[config.mk]
export PLATFORM = sky130hd
export DESIGN_NAME = glfsr_gen
export DESIGN_NICKNAME = d
export VERILOG_FILES = /design/src/rtl/glfsr_pkg.sv /design/src/rtl/glfsr_cmul.sv /design/src/rtl/glfsr_stage.sv /design/src/rtl/glfsr_gen.sv
export SDC_FILE = /design/constraint.sdc
export NUM_CORES = 1
export LEC_CHECK = 0
export ABC_CLOCK_PERIOD_IN_PS = 1010
export CORE_AREA = 5 5 42 44
export CTS_BUF_LIST = sky130_fd_sc_hd__clkbuf_2 sky130_fd_sc_hd__clkbuf_4 sky130_fd_sc_hd__clkbuf_8
export DETAILED_ROUTE_END_ITERATION = 16
export DIE_AREA = 0 0 47 49
export DONT_BUFFER_PORTS = 1
export GPL_TIMING_DRIVEN = 0
export PLACE_DENSITY = 0.42
export SETUP_SLACK_MARGIN = 0.2
export SLEW_MARGIN = 10
export SYNTH_ARGS = -nofsm -noshare
export SYNTH_HDL_FRONTEND = slang
export SYNTH_SLANG_ARGS = --single-unit
[constraint.sdc]
create_clock -name clk -period 1.01 [get_ports clk]
set_input_delay 0.101 -clock clk [delete_from_list [all_inputs] [get_ports clk]]
set_output_delay 0.101 -clock clk [all_outputs]
set_load 0.01 [all_outputs]
[src/rtl/glfsr_pkg.sv]
package glfsr_pkg;

   // widest symbol the constant multiplier supports
   localparam int unsigned GF_MAX_W = 16;

   typedef logic [GF_MAX_W-1:0] gf_word_t;

   // Product a*b in GF(2^w). poly_low holds the reduction polynomial without its x^w term.
   // When b is constant this unrolls to XOR gates only.
   function automatic gf_word_t gf_mul(gf_word_t a, gf_word_t b, gf_word_t poly_low,
                                       int unsigned w);
      gf_word_t acc;
      gf_word_t sh;
      gf_word_t mask;
      logic     carry;
      acc  = '0;
      sh   = a;
      mask = gf_word_t'((32'd1 << w) - 32'd1);
      for (int unsigned i = 0; i < GF_MAX_W; i++) begin
         if (i < w) begin
            if (b[i]) acc = acc ^ sh;
            carry = sh[w-1];
            sh    = (sh << 1) & mask;
            if (carry) sh = sh ^ poly_low;
         end
      end
      return acc & mask;
   endfunction

endpackage

[src/rtl/glfsr_cmul.sv]
module glfsr_cmul
   import glfsr_pkg::*;
#(
   parameter int unsigned        SYM_W     = 2,
   parameter logic [SYM_W-1:0]   COEF      = '1,
   parameter logic [SYM_W-1:0]   FIELD_LOW = '1
) (
   input  logic [SYM_W-1:0] din,
   output logic [SYM_W-1:0] dout
);

   generate
      if (SYM_W == 1) begin : g_tap
         // binary field: the coefficient is a plain tap
         assign dout = COEF[0] ? din : 1'b0;
      end else begin : g_field
         always_comb begin
            dout = SYM_W'(gf_mul(gf_word_t'(din), gf_word_t'(COEF),
                                 gf_word_t'(FIELD_LOW), SYM_W));
         end
      end
   endgenerate

endmodule

[src/rtl/glfsr_stage.sv]
module glfsr_stage #(
   parameter int unsigned        SYM_W     = 2,
   parameter logic [SYM_W-1:0]   COEF      = '1,
   parameter logic [SYM_W-1:0]   FIELD_LOW = '1,
   parameter logic [SYM_W-1:0]   RESET_SYM = '1
) (
   input  logic             clk,
   input  logic             rst,
   input  logic             seed_load,
   input  logic             enable,
   input  logic [SYM_W-1:0] seed_sym,
   input  logic [SYM_W-1:0] prev_sym,
   input  logic [SYM_W-1:0] fb_sym,
   output logic [SYM_W-1:0] q
);

   logic [SYM_W-1:0] fb_term;

   glfsr_cmul #(
      .SYM_W    (SYM_W),
      .COEF     (COEF),
      .FIELD_LOW(FIELD_LOW)
   ) i_cmul (
      .din (fb_sym),
      .dout(fb_term)
   );

   always_ff @(posedge clk) begin
      if (rst)            q <= RESET_SYM;
      else if (seed_load) q <= seed_sym;
      else if (enable)    q <= prev_sym ^ fb_term;
   end

   // an idle cycle leaves the stage untouched
   assert_stage_hold_R3: assert property (@(posedge clk) disable iff (rst)
      (!seed_load && !enable) |=> $stable(q));

endmodule

[src/rtl/glfsr_gen.sv]
module glfsr_gen
   import glfsr_pkg::*;
#(
   parameter int unsigned                 SYM_W      = 2,
   parameter int unsigned                 STAGES     = 3,
   parameter logic [SYM_W-1:0]            FIELD_LOW  = '1,
   parameter logic [SYM_W*STAGES-1:0]     COEFFS     = 6'b01_11_10,
   parameter logic [SYM_W*STAGES-1:0]     RESET_SEED = '1
) (
   input  logic                      clk,
   input  logic                      rst,
   input  logic                      enable,
   input  logic                      seed_load,
   input  logic [SYM_W*STAGES-1:0]   seed,
   output logic [SYM_W*STAGES-1:0]   pattern
);

   localparam int unsigned PAT_W = SYM_W * STAGES;
   localparam int unsigned LAST  = STAGES - 1;

   // elaboration-time parameter checks
   generate
      if (SYM_W < 1 || SYM_W > GF_MAX_W) begin : g_bad_width
         $error("glfsr_gen: SYM_W out of range");
      end
      if (STAGES < 2) begin : g_bad_depth
         $error("glfsr_gen: STAGES must be at least 2");
      end
      if (COEFFS[SYM_W-1:0] == '0) begin : g_bad_const
         $error("glfsr_gen: constant coefficient must be nonzero");
      end
   endgenerate

   logic [SYM_W-1:0] sym_q  [STAGES];
   logic [SYM_W-1:0] fb_sym;

   assign fb_sym = sym_q[LAST];

   generate
      for (genvar k = 0; k < STAGES; k++) begin : g_stage
         logic [SYM_W-1:0] prev_sym;
         if (k == 0) begin : g_head
            assign prev_sym = '0;
         end else begin : g_body
            assign prev_sym = sym_q[k-1];
         end

         glfsr_stage #(
            .SYM_W    (SYM_W),
            .COEF     (COEFFS[k*SYM_W +: SYM_W]),
            .FIELD_LOW(FIELD_LOW),
            .RESET_SYM(RESET_SEED[k*SYM_W +: SYM_W])
         ) i_stage (
            .clk      (clk),
            .rst      (rst),
            .seed_load(seed_load),
            .enable   (enable),
            .seed_sym (seed[k*SYM_W +: SYM_W]),
            .prev_sym (prev_sym),
            .fb_sym   (fb_sym),
            .q        (sym_q[k])
         );

         assign pattern[k*SYM_W +: SYM_W] = sym_q[k];
      end
   endgenerate

   // loading wins over stepping
   assert_seed_load_R2: assert property (@(posedge clk) disable iff (rst)
      seed_load |=> (pattern == $past(seed)));

   // zero feedback gives a pure one-symbol shift
   assert_zero_fb_shift_R6: assert property (@(posedge clk) disable iff (rst)
      (enable && !seed_load && (fb_sym == '0)) |=>
         (pattern == PAT_W'($past(pattern) << SYM_W)));

   // the all-zero state is a fixed point
   assert_zero_lock_R7: assert property (@(posedge clk) disable iff (rst)
      ((pattern == '0) && !seed_load) |=> (pattern == '0));

   // a nonzero state never steps to zero
   assert_no_zero_R8: assert property (@(posedge clk) disable iff (rst)
      ((pattern != '0) && !seed_load) |=> (pattern != '0));

endmodule

==> After elaboration in Yosys (flattened, before gate mapping) <==
Index checks and enable logic that the tools add are counted.
{ "totals": {"register_bits": 6, "in_bits": 10, "out_inout_bits": 6} }
{ "classes": {"n_bitwise": 4, "reduce_logical": 1, "n_mux": 7} }
{ "ops": {"columns": ["cell", "count"], "rows": [
  ["two-way mux 2 bit", 7],
  ["XOR 2 bit", 3],
  ["NOT 2 bit", 1],
  ["nonzero test 2 bit", 1]
]} }

==> Logic depth before layout (Yosys ltp) <==
Gate-level depths: netlist (run 1).
{ "logic_depth": {"depth_word": 6, "ltp_mapped": 4} }

==> Hierarchy <==
Synthesis (run 1) repeated with hierarchy kept, for this count alone.
{ "hier_totals": {"cells_unflattened": 37, "area_unflattened_um2": 340.3} }
{ "by_module_without_submodules": {"columns": ["module", "cells_each", "instances", "area_each_um2", "seq_area_each_um2"], "rows": [
  ["glfsr_stage", 10, 3, 97.6, 40.0],
  ["glfsr_cmul at g_stage[0].i_stage.i_cmul", 2, 1, 16.3, 0.0],
  ["glfsr_cmul at g_stage[2].i_stage.i_cmul", 2, 1, 15.0, 0.0],
  ["glfsr_cmul at g_stage[1].i_stage.i_cmul", 2, 1, 12.5, 0.0],
  ["glfsr_gen", 1, 1, 3.8, 0.0]
]} }

==> Least setup slack after synthesis (run 1) <==
OpenSTA, ideal clock, no wires.
{ "synth_path": {"kind": "reg2reg", "startpoint": "reg g_stage[2].i_stage.q[0]", "endpoint": "reg g_stage[1].i_stage.q[0]", "t_required_ns": 0.936, "slack_ns": -0.068, "period_less_slack_ns": 1.078, "n_path_buf": 0, "path_stages_with_launch": 4, "arrival_time_ns": 1.004, "path_cell_list": "dfxtp_1 -> xnor2_1 -> or3b_1 -> a31oi_1"} }
{ "synth_via": {"elab_chain_len": 4} }
{ "synth_lines": {"columns": ["item", "line", "text"], "rows": [
  ["from (decl)", "glfsr_stage.sv:14", "output logic [SYM_W-1:0] q"],
  ["from (signal assigned)", "glfsr_stage.sv:30", "else if (seed_load) q <= seed_sym;"],
  ["from (signal assigned)", "glfsr_stage.sv:31", "else if (enable) q <= prev_sym ^ fb_term;"],
  ["XOR 2 bit", "glfsr_pkg.sv:21", "if (b[i]) acc = acc ^ sh;"],
  ["XOR 2 bit", "glfsr_stage.sv:31", null],
  ["two-way mux 2 bit", "glfsr_stage.sv:31", null],
  ["two-way mux 2 bit", "glfsr_stage.sv:30", null],
  ["to (signal assigned)", "glfsr_stage.sv:30", null],
  ["to (signal assigned)", "glfsr_stage.sv:31", null],
  ["to (decl)", "glfsr_stage.sv:14", null]
]} }
No other way between the ends. The select of a mux whose other input is x is not followed.
A chain may end at the register's enable or synchronous reset.

==> Final worst setup path (run 1) <==
{ "layout_path": {"startpoint": "reg g_stage[2].i_stage.q[1]", "endpoint": "reg g_stage[1].i_stage.q[0]"} }
{ "layout_via": {"elab_chain_len": 5} }
{ "layout_lines": {"columns": ["item", "line"], "rows": [
  ["two-way mux 2 bit", null],
  ["XOR 2 bit", "glfsr_pkg.sv:21"],
  ["XOR 2 bit", "glfsr_stage.sv:31"],
  ["two-way mux 2 bit", "glfsr_stage.sv:31"],
  ["two-way mux 2 bit", "glfsr_stage.sv:30"]
]} }
No other way between the ends. The select of a mux whose other input is x is not followed.

==> reports/qor.yml, run 1 <==
status: "finished with violations"
violations: "setup timing"
reg2reg_slack_ns: -0.05
ctsHtreeMaxLevel: 1
crit_path_end_kind: "flop"
cts.sinks: 6
die_x_um: 47
final_util: 0.313
fill_cells: 165
vias_per_cell: 4.61
syn-num-nets: 45
synth_area_per_cell_um2: 9.04
layout_worst_path_cycle_share: 1.05
grt_max_degree: 11
ant_nets: 0
maxSlewHeadroom: 0.738
hold_viol: 0
grtUsageMet3: 0.0554
finalWorstSetupSlack_ns: -0.0498
crit_type: "reg -> reg"
grt_pass1_wl_um: 1230
largest_reg_flops: 6
cts_tree: "built"
synth_cell_type_count: 22
cp.arrival_ns: 1.23
drtIter0Drc: 0
worstPathRequired_ns: 1.18
ys_async_sr_fraction: 0
synth_top_area_cell: "dfxtp_1"
p_leak_nw: 0.166
drive_gt1_frac: 0.326
ys_warn_count: 0
clock.fmax_ghz: 0.944
grt_util_met1: 0.0791
grt_setup_unrepaired: "true"
gp_congestion: 0.644
power_density_nw_per_um2: 1400
multi_input_area_um2: 204
clockBufferDepth: 2
seqCellArea_um2: 134
ys_ff_latch: 6
timing.rr.start: "g_stage[2].i_stage.q[1]"
worstRegToRegCells: 3
cp-start-kind: "flop"
synth_most_common_cell: "dfxtp_1"
ys.flop_type: "dfxtp_1"
core.rowCount: 14
die_area_um2: 2300
synth.top_cell.area_share: 0.379
fin_nets: 55
synthTopCellsByArea: "dfxtp_1, mux2i_1, nor2b_1"
post-route-cell-area_um2: 439
insertedDiodeCount: 0
critPathMaxFanout: 5
ir_worst_vdd_mv: 0.551
grtUsageMet2: 0.0973
worst_slew_pin_slew_ns: 0.393
largest-register: "g_stage.i_stage.q"
synth.cell_area_um2: 317
drt_wl_total_um: 763
hp-class: "in -> reg"
worstSkewPairLatency_ns: 0.24
initial_core_util: 0.226
cts_setup_buffers: 0
yosys-top-cells-count: "dfxtp_1, a21oi_1, nand3_1, nor2b_1"
synth-edff-count: 0
grt_pass1_vias: 274
post_drt_wl_per_cell_um: 12.9
antenna_found_initial: 0
netlist_instances: 35
io_pins: 16
grt_usage: 0.0768
fp.dieH_um: 49
layout_min_cycle_time_ns: 1.06
skew_ns: 0.00122
first_pass_iters: 1
syn2layout_area_growth_pct: 38.7
overflow: 0
clockRootBuffer: "clkbuf_4"
r2r_end: "g_stage[1].i_stage.q[0]"
crit_path_end: "g_stage[1].i_stage.q[0]"
top_usage_layer: "met2"
placed_cell_area_um2: 340
setup_viol: 1
largest_registers: "g_stage.i_stage.q: 6 flops"
slew_violations: 0
dp_hpwl_um: 575
crit_path_start: "g_stage[2].i_stage.q[1]"
cap_violations: 0
drc: 0
yosysSeqAreaShare: 0.379
portBuffers: 0
vias: 272
coreArea_um2: 1400
cts_inserted_buffers: 3
path_clk_slew_ns: 0.04
==> placed cells by master, fill, tap and decap left out, types with 2 or more instances in the layout <==
cell type      synthesis  routed
nor2b_1                3       3
dfxtp_4                0       3
dfxtp_2                0       2
o21bai_1               2       2
nand3_1                3       2
mux2i_1                2       2
a21oi_1                3       2
clkbuf_4               0       3
dlygate4sd3_1          0       5
==> per-stage QoR <==
step / total power [mW] / std cells / setup TNS [ns] / hold slack (ns) / setup WS (ns)
global route: 0.655 / 59 / -0.147 / 0.0383 / -0.106
global placement: 0.370 / 51 / -0.0856 / 0.202 / -0.0468
CTS: 0.632 / 59 / -0.0583 / 0.0145 / -0.0583
detailed placement: 0.373 / 51 / -0.102 / 0.205 / -0.0637
floorplan: 0.356 / 35 / 0 / 0.200 / 0.00154
finish: 0.615 / 59 / -0.0498 / 0.0227 / -0.0498
==> where the power goes <==
| part | total, mW | internal, mW | leakage (nW) | switching [mW] |
|---|---|---|---|---|
| clock | 0.222 | 0.134 | 0.0138 | 0.0875 |
| sequential | 0.293 | 0.258 | 0.0497 | 0.0354 |
| combinational | 0.0997 | 0.0598 | 0.103 | 0.0399 |
==> how the worst min path moves through the flow <==
stage	start	endpoint	slack (ns)	cells after the start
4_1_cts	seed[5]	g_stage[2].i_stage.q[1]	0.01	2
5_1_grt	seed[5]	g_stage[2].i_stage.q[1]	0.04	2
6_report	seed[5]	g_stage[2].i_stage.q[1]	0.02	2
3_3_place_gp	rst	g_stage[0].i_stage.q[1]	0.20	1
2_1_floorplan	rst	g_stage[0].i_stage.q[1]	0.20	1
3_5_place_dp	rst	g_stage[0].i_stage.q[1]	0.21	1
==> final cells by class <==
| type | instances | area share |
|---|---|---|
| multi-input combinational | 27 | 0.464 |
| tap | 16 | 0.0456 |
| buffer | 2 | 0.0199 |
| sequential | 6 | 0.305 |
| timing repair buffer | 5 | 0.114 |
| clock buffer | 3 | 0.0513 |
==> kinds of logic (layout without fill, tap and decap cells) <==
logic type,count (synthesis),count (layout),synth area share
mux,3,3,0.0988
flops,6,6,0.379
buf+inv,2,10,0.0276
simple gates,11,11,0.206
xor+xnor,2,2,0.0553
compound gates,11,11,0.233
==> repair_timing <==
| action | in CTS | in global routing |
|---|---|---|
| hold endpoints to repair | 5 | 0 |
| hold buffers | 5 | 0 |
| setup endpoints to repair | 6 | 6 |
| resized for setup | 5 | 3 |
==> critical path, cell delays in order (launching register included) <==
cell	delay, ns
dfxtp_4	0.37
xnor2_2	0.15
or3b_1	0.35
a31oi_1	0.12
==> routing by layer <==
layer,share of wire,wire length [µm],vias up
met4,0,0,0
met5,0,0,-
met2,0.44,333,10
met3,0.15,111,0
li1,-,-,148
met1,0.42,318,114
Power figures use the tool's default switching activity.
==> run 2, diff against run 1 <==
Settings changed: ABC_CLOCK_PERIOD_IN_PS 1010 to 900.
Clock period 1.01 ns to 0.9 ns, I/O delays scaled along.
==> reports/qor.yml, run 2 (synthesized netlist as in run 1, its figures left out) <==
status: "finished with violations"
violations: "hold timing, setup timing"
place_ws_ns: -0.175
clockBufferDepth: 2
largest_registers: "g_stage.i_stage.q: 6 flops"
antenna_found_initial: 0
vias: 288
netSwitchingPower_mw: 0.183
drc: 0
power.internal_mw: 0.515
hold_buffers: 2
grt_pass1_wl_um: 1280
ant_nets: 0
dp_hpwl_um: 581
cts_tree: "built"
clockRootBuffer: "clkbuf_4"
final_util: 0.308
path_clk_slew_ns: 0.04
initial_core_util: 0.226
crit_path_end_kind: "flop"
p_sw_frac: 0.262
seqCellArea_um2: 139
syn2layout_area_growth_pct: 36.4
placed_cells: 51
multi_input_area_um2: 206
power_density_nw_per_um2: 1620
finalNonFillerCells: 58
crit_type: "reg -> reg"
insertedDiodeCount: 0
final_cell_mix: "dfxtp_4, nor2b_1, nand3_1, a21oi_1, clkbuf_4"
grt_max_degree: 11
core.rowCount: 14
largest_reg_flops: 6
cp.arrival_ns: 1.23
critPathMaxFanout: 5
timing.hold.ws_ns: -0.0305
maxSlewHeadroom: 0.750
first_pass_iters: 5
p_comb_frac: 0.177
ir_worst_vdd_mv: 0.526
drive_gt1_frac: 0.333
power_frac_seq: 0.473
slew_violations: 0
fin_nets: 54
gp_congestion: 0.713
cap_violations: 0
grt_setup_unrepaired: "true"
ctsHtreeMaxLevel: 1
drt_wl_total_um: 817
cts_inserted_buffers: 3
grt_pass1_vias: 278
die_x_um: 47
hp-class: "in -> reg"
fin_tns_setup_ns: -0.413
portBuffers: 0
post_drt_wl_per_cell_um: 14.1
worstPathRequired_ns: 1.03
grt_usage: 0.0777
final_common_cell: "dfxtp_4"
largest-register: "g_stage.i_stage.q"
hold_viol: 3
io_pins: 16
worstSkewPairLatency_ns: 0.24
finalWorstSetupSlack_ns: -0.197
die_area_um2: 2300
p_leak_nw: 0.163
overflow: 0
fill_cells: 160
layout_worst_path_cycle_share: 1.22
worst_slew_pin_slew_ns: 0.375
drtIter0Drc: 2
vias_per_cell: 4.97
layout_min_cycle_time_ns: 1.10
cp-start-kind: "flop"
skew_ns: 0.0000866
reg2reg_slack_ns: -0.20
pwr-share-clk: 0.350
clock.fmax_ghz: 0.912
cts.sinks: 6
fp.dieH_um: 49
coreArea_um2: 1400
setup_viol: 3
## run 2: power groups by stage
stage	sequential [mW]	combinational (mW)	clock, mW
global placement	0.335	0.0829	0
CTS	0.328	0.0981	0.259
finish	0.331	0.124	0.244
detailed placement	0.337	0.0843	0
floorplan	0.327	0.0745	0
global route	0.336	0.138	0.273
## run 2: through the flow
step | power [mW] | instance area, µm²
global route | 0.747 | 432
floorplan | 0.401 | 323
finish | 0.699 | 432
global placement | 0.418 | 343
detailed placement | 0.421 | 343
CTS | 0.685 | 405
## run 2: critical path: stages (launching register included)
cell and delay (ns):
dfxtp_4 0.37, xnor2_4 0.19, buf_4 0.13, a211oi_1 0.05, a211o_1 0.23
## run 2: metal layers
metal  vias up  track usage  share of wire
met1       132       0.0887           0.34
met4         0       0.0415         0.0098
met3         2       0.0590           0.14
met2        13        0.102           0.51
li1        141            -              -
met5         -            0              0
## run 2: cell type report
class	count	share of cell area
Buffer	2	0.0203
Clock buffer	3	0.0522
Multi-Input combinational cell	27	0.478
Sequential cell	6	0.322
Tap cell	16	0.0464
Timing Repair Buffer	4	0.0812
## run 2: worst paths after layout
path | from | end | cells after the start
max | g_stage[2].i_stage.q[1] | g_stage[0].i_stage.q[1] | 4
min | seed[1] | g_stage[0].i_stage.q[1] | 1
max reg2reg | g_stage[2].i_stage.q[1] | g_stage[0].i_stage.q[1] | 4
min reg2reg | g_stage[0].i_stage.q[0] | g_stage[1].i_stage.q[0] | 2
## run 2: what timing repair did
action                                  CTS  global route
gates resized for setup                   6             1
pin swaps                                 0             0
setup buffers                             0             2
endpoints found under the setup margin   12            12
hold endpoints to repair                  5             2
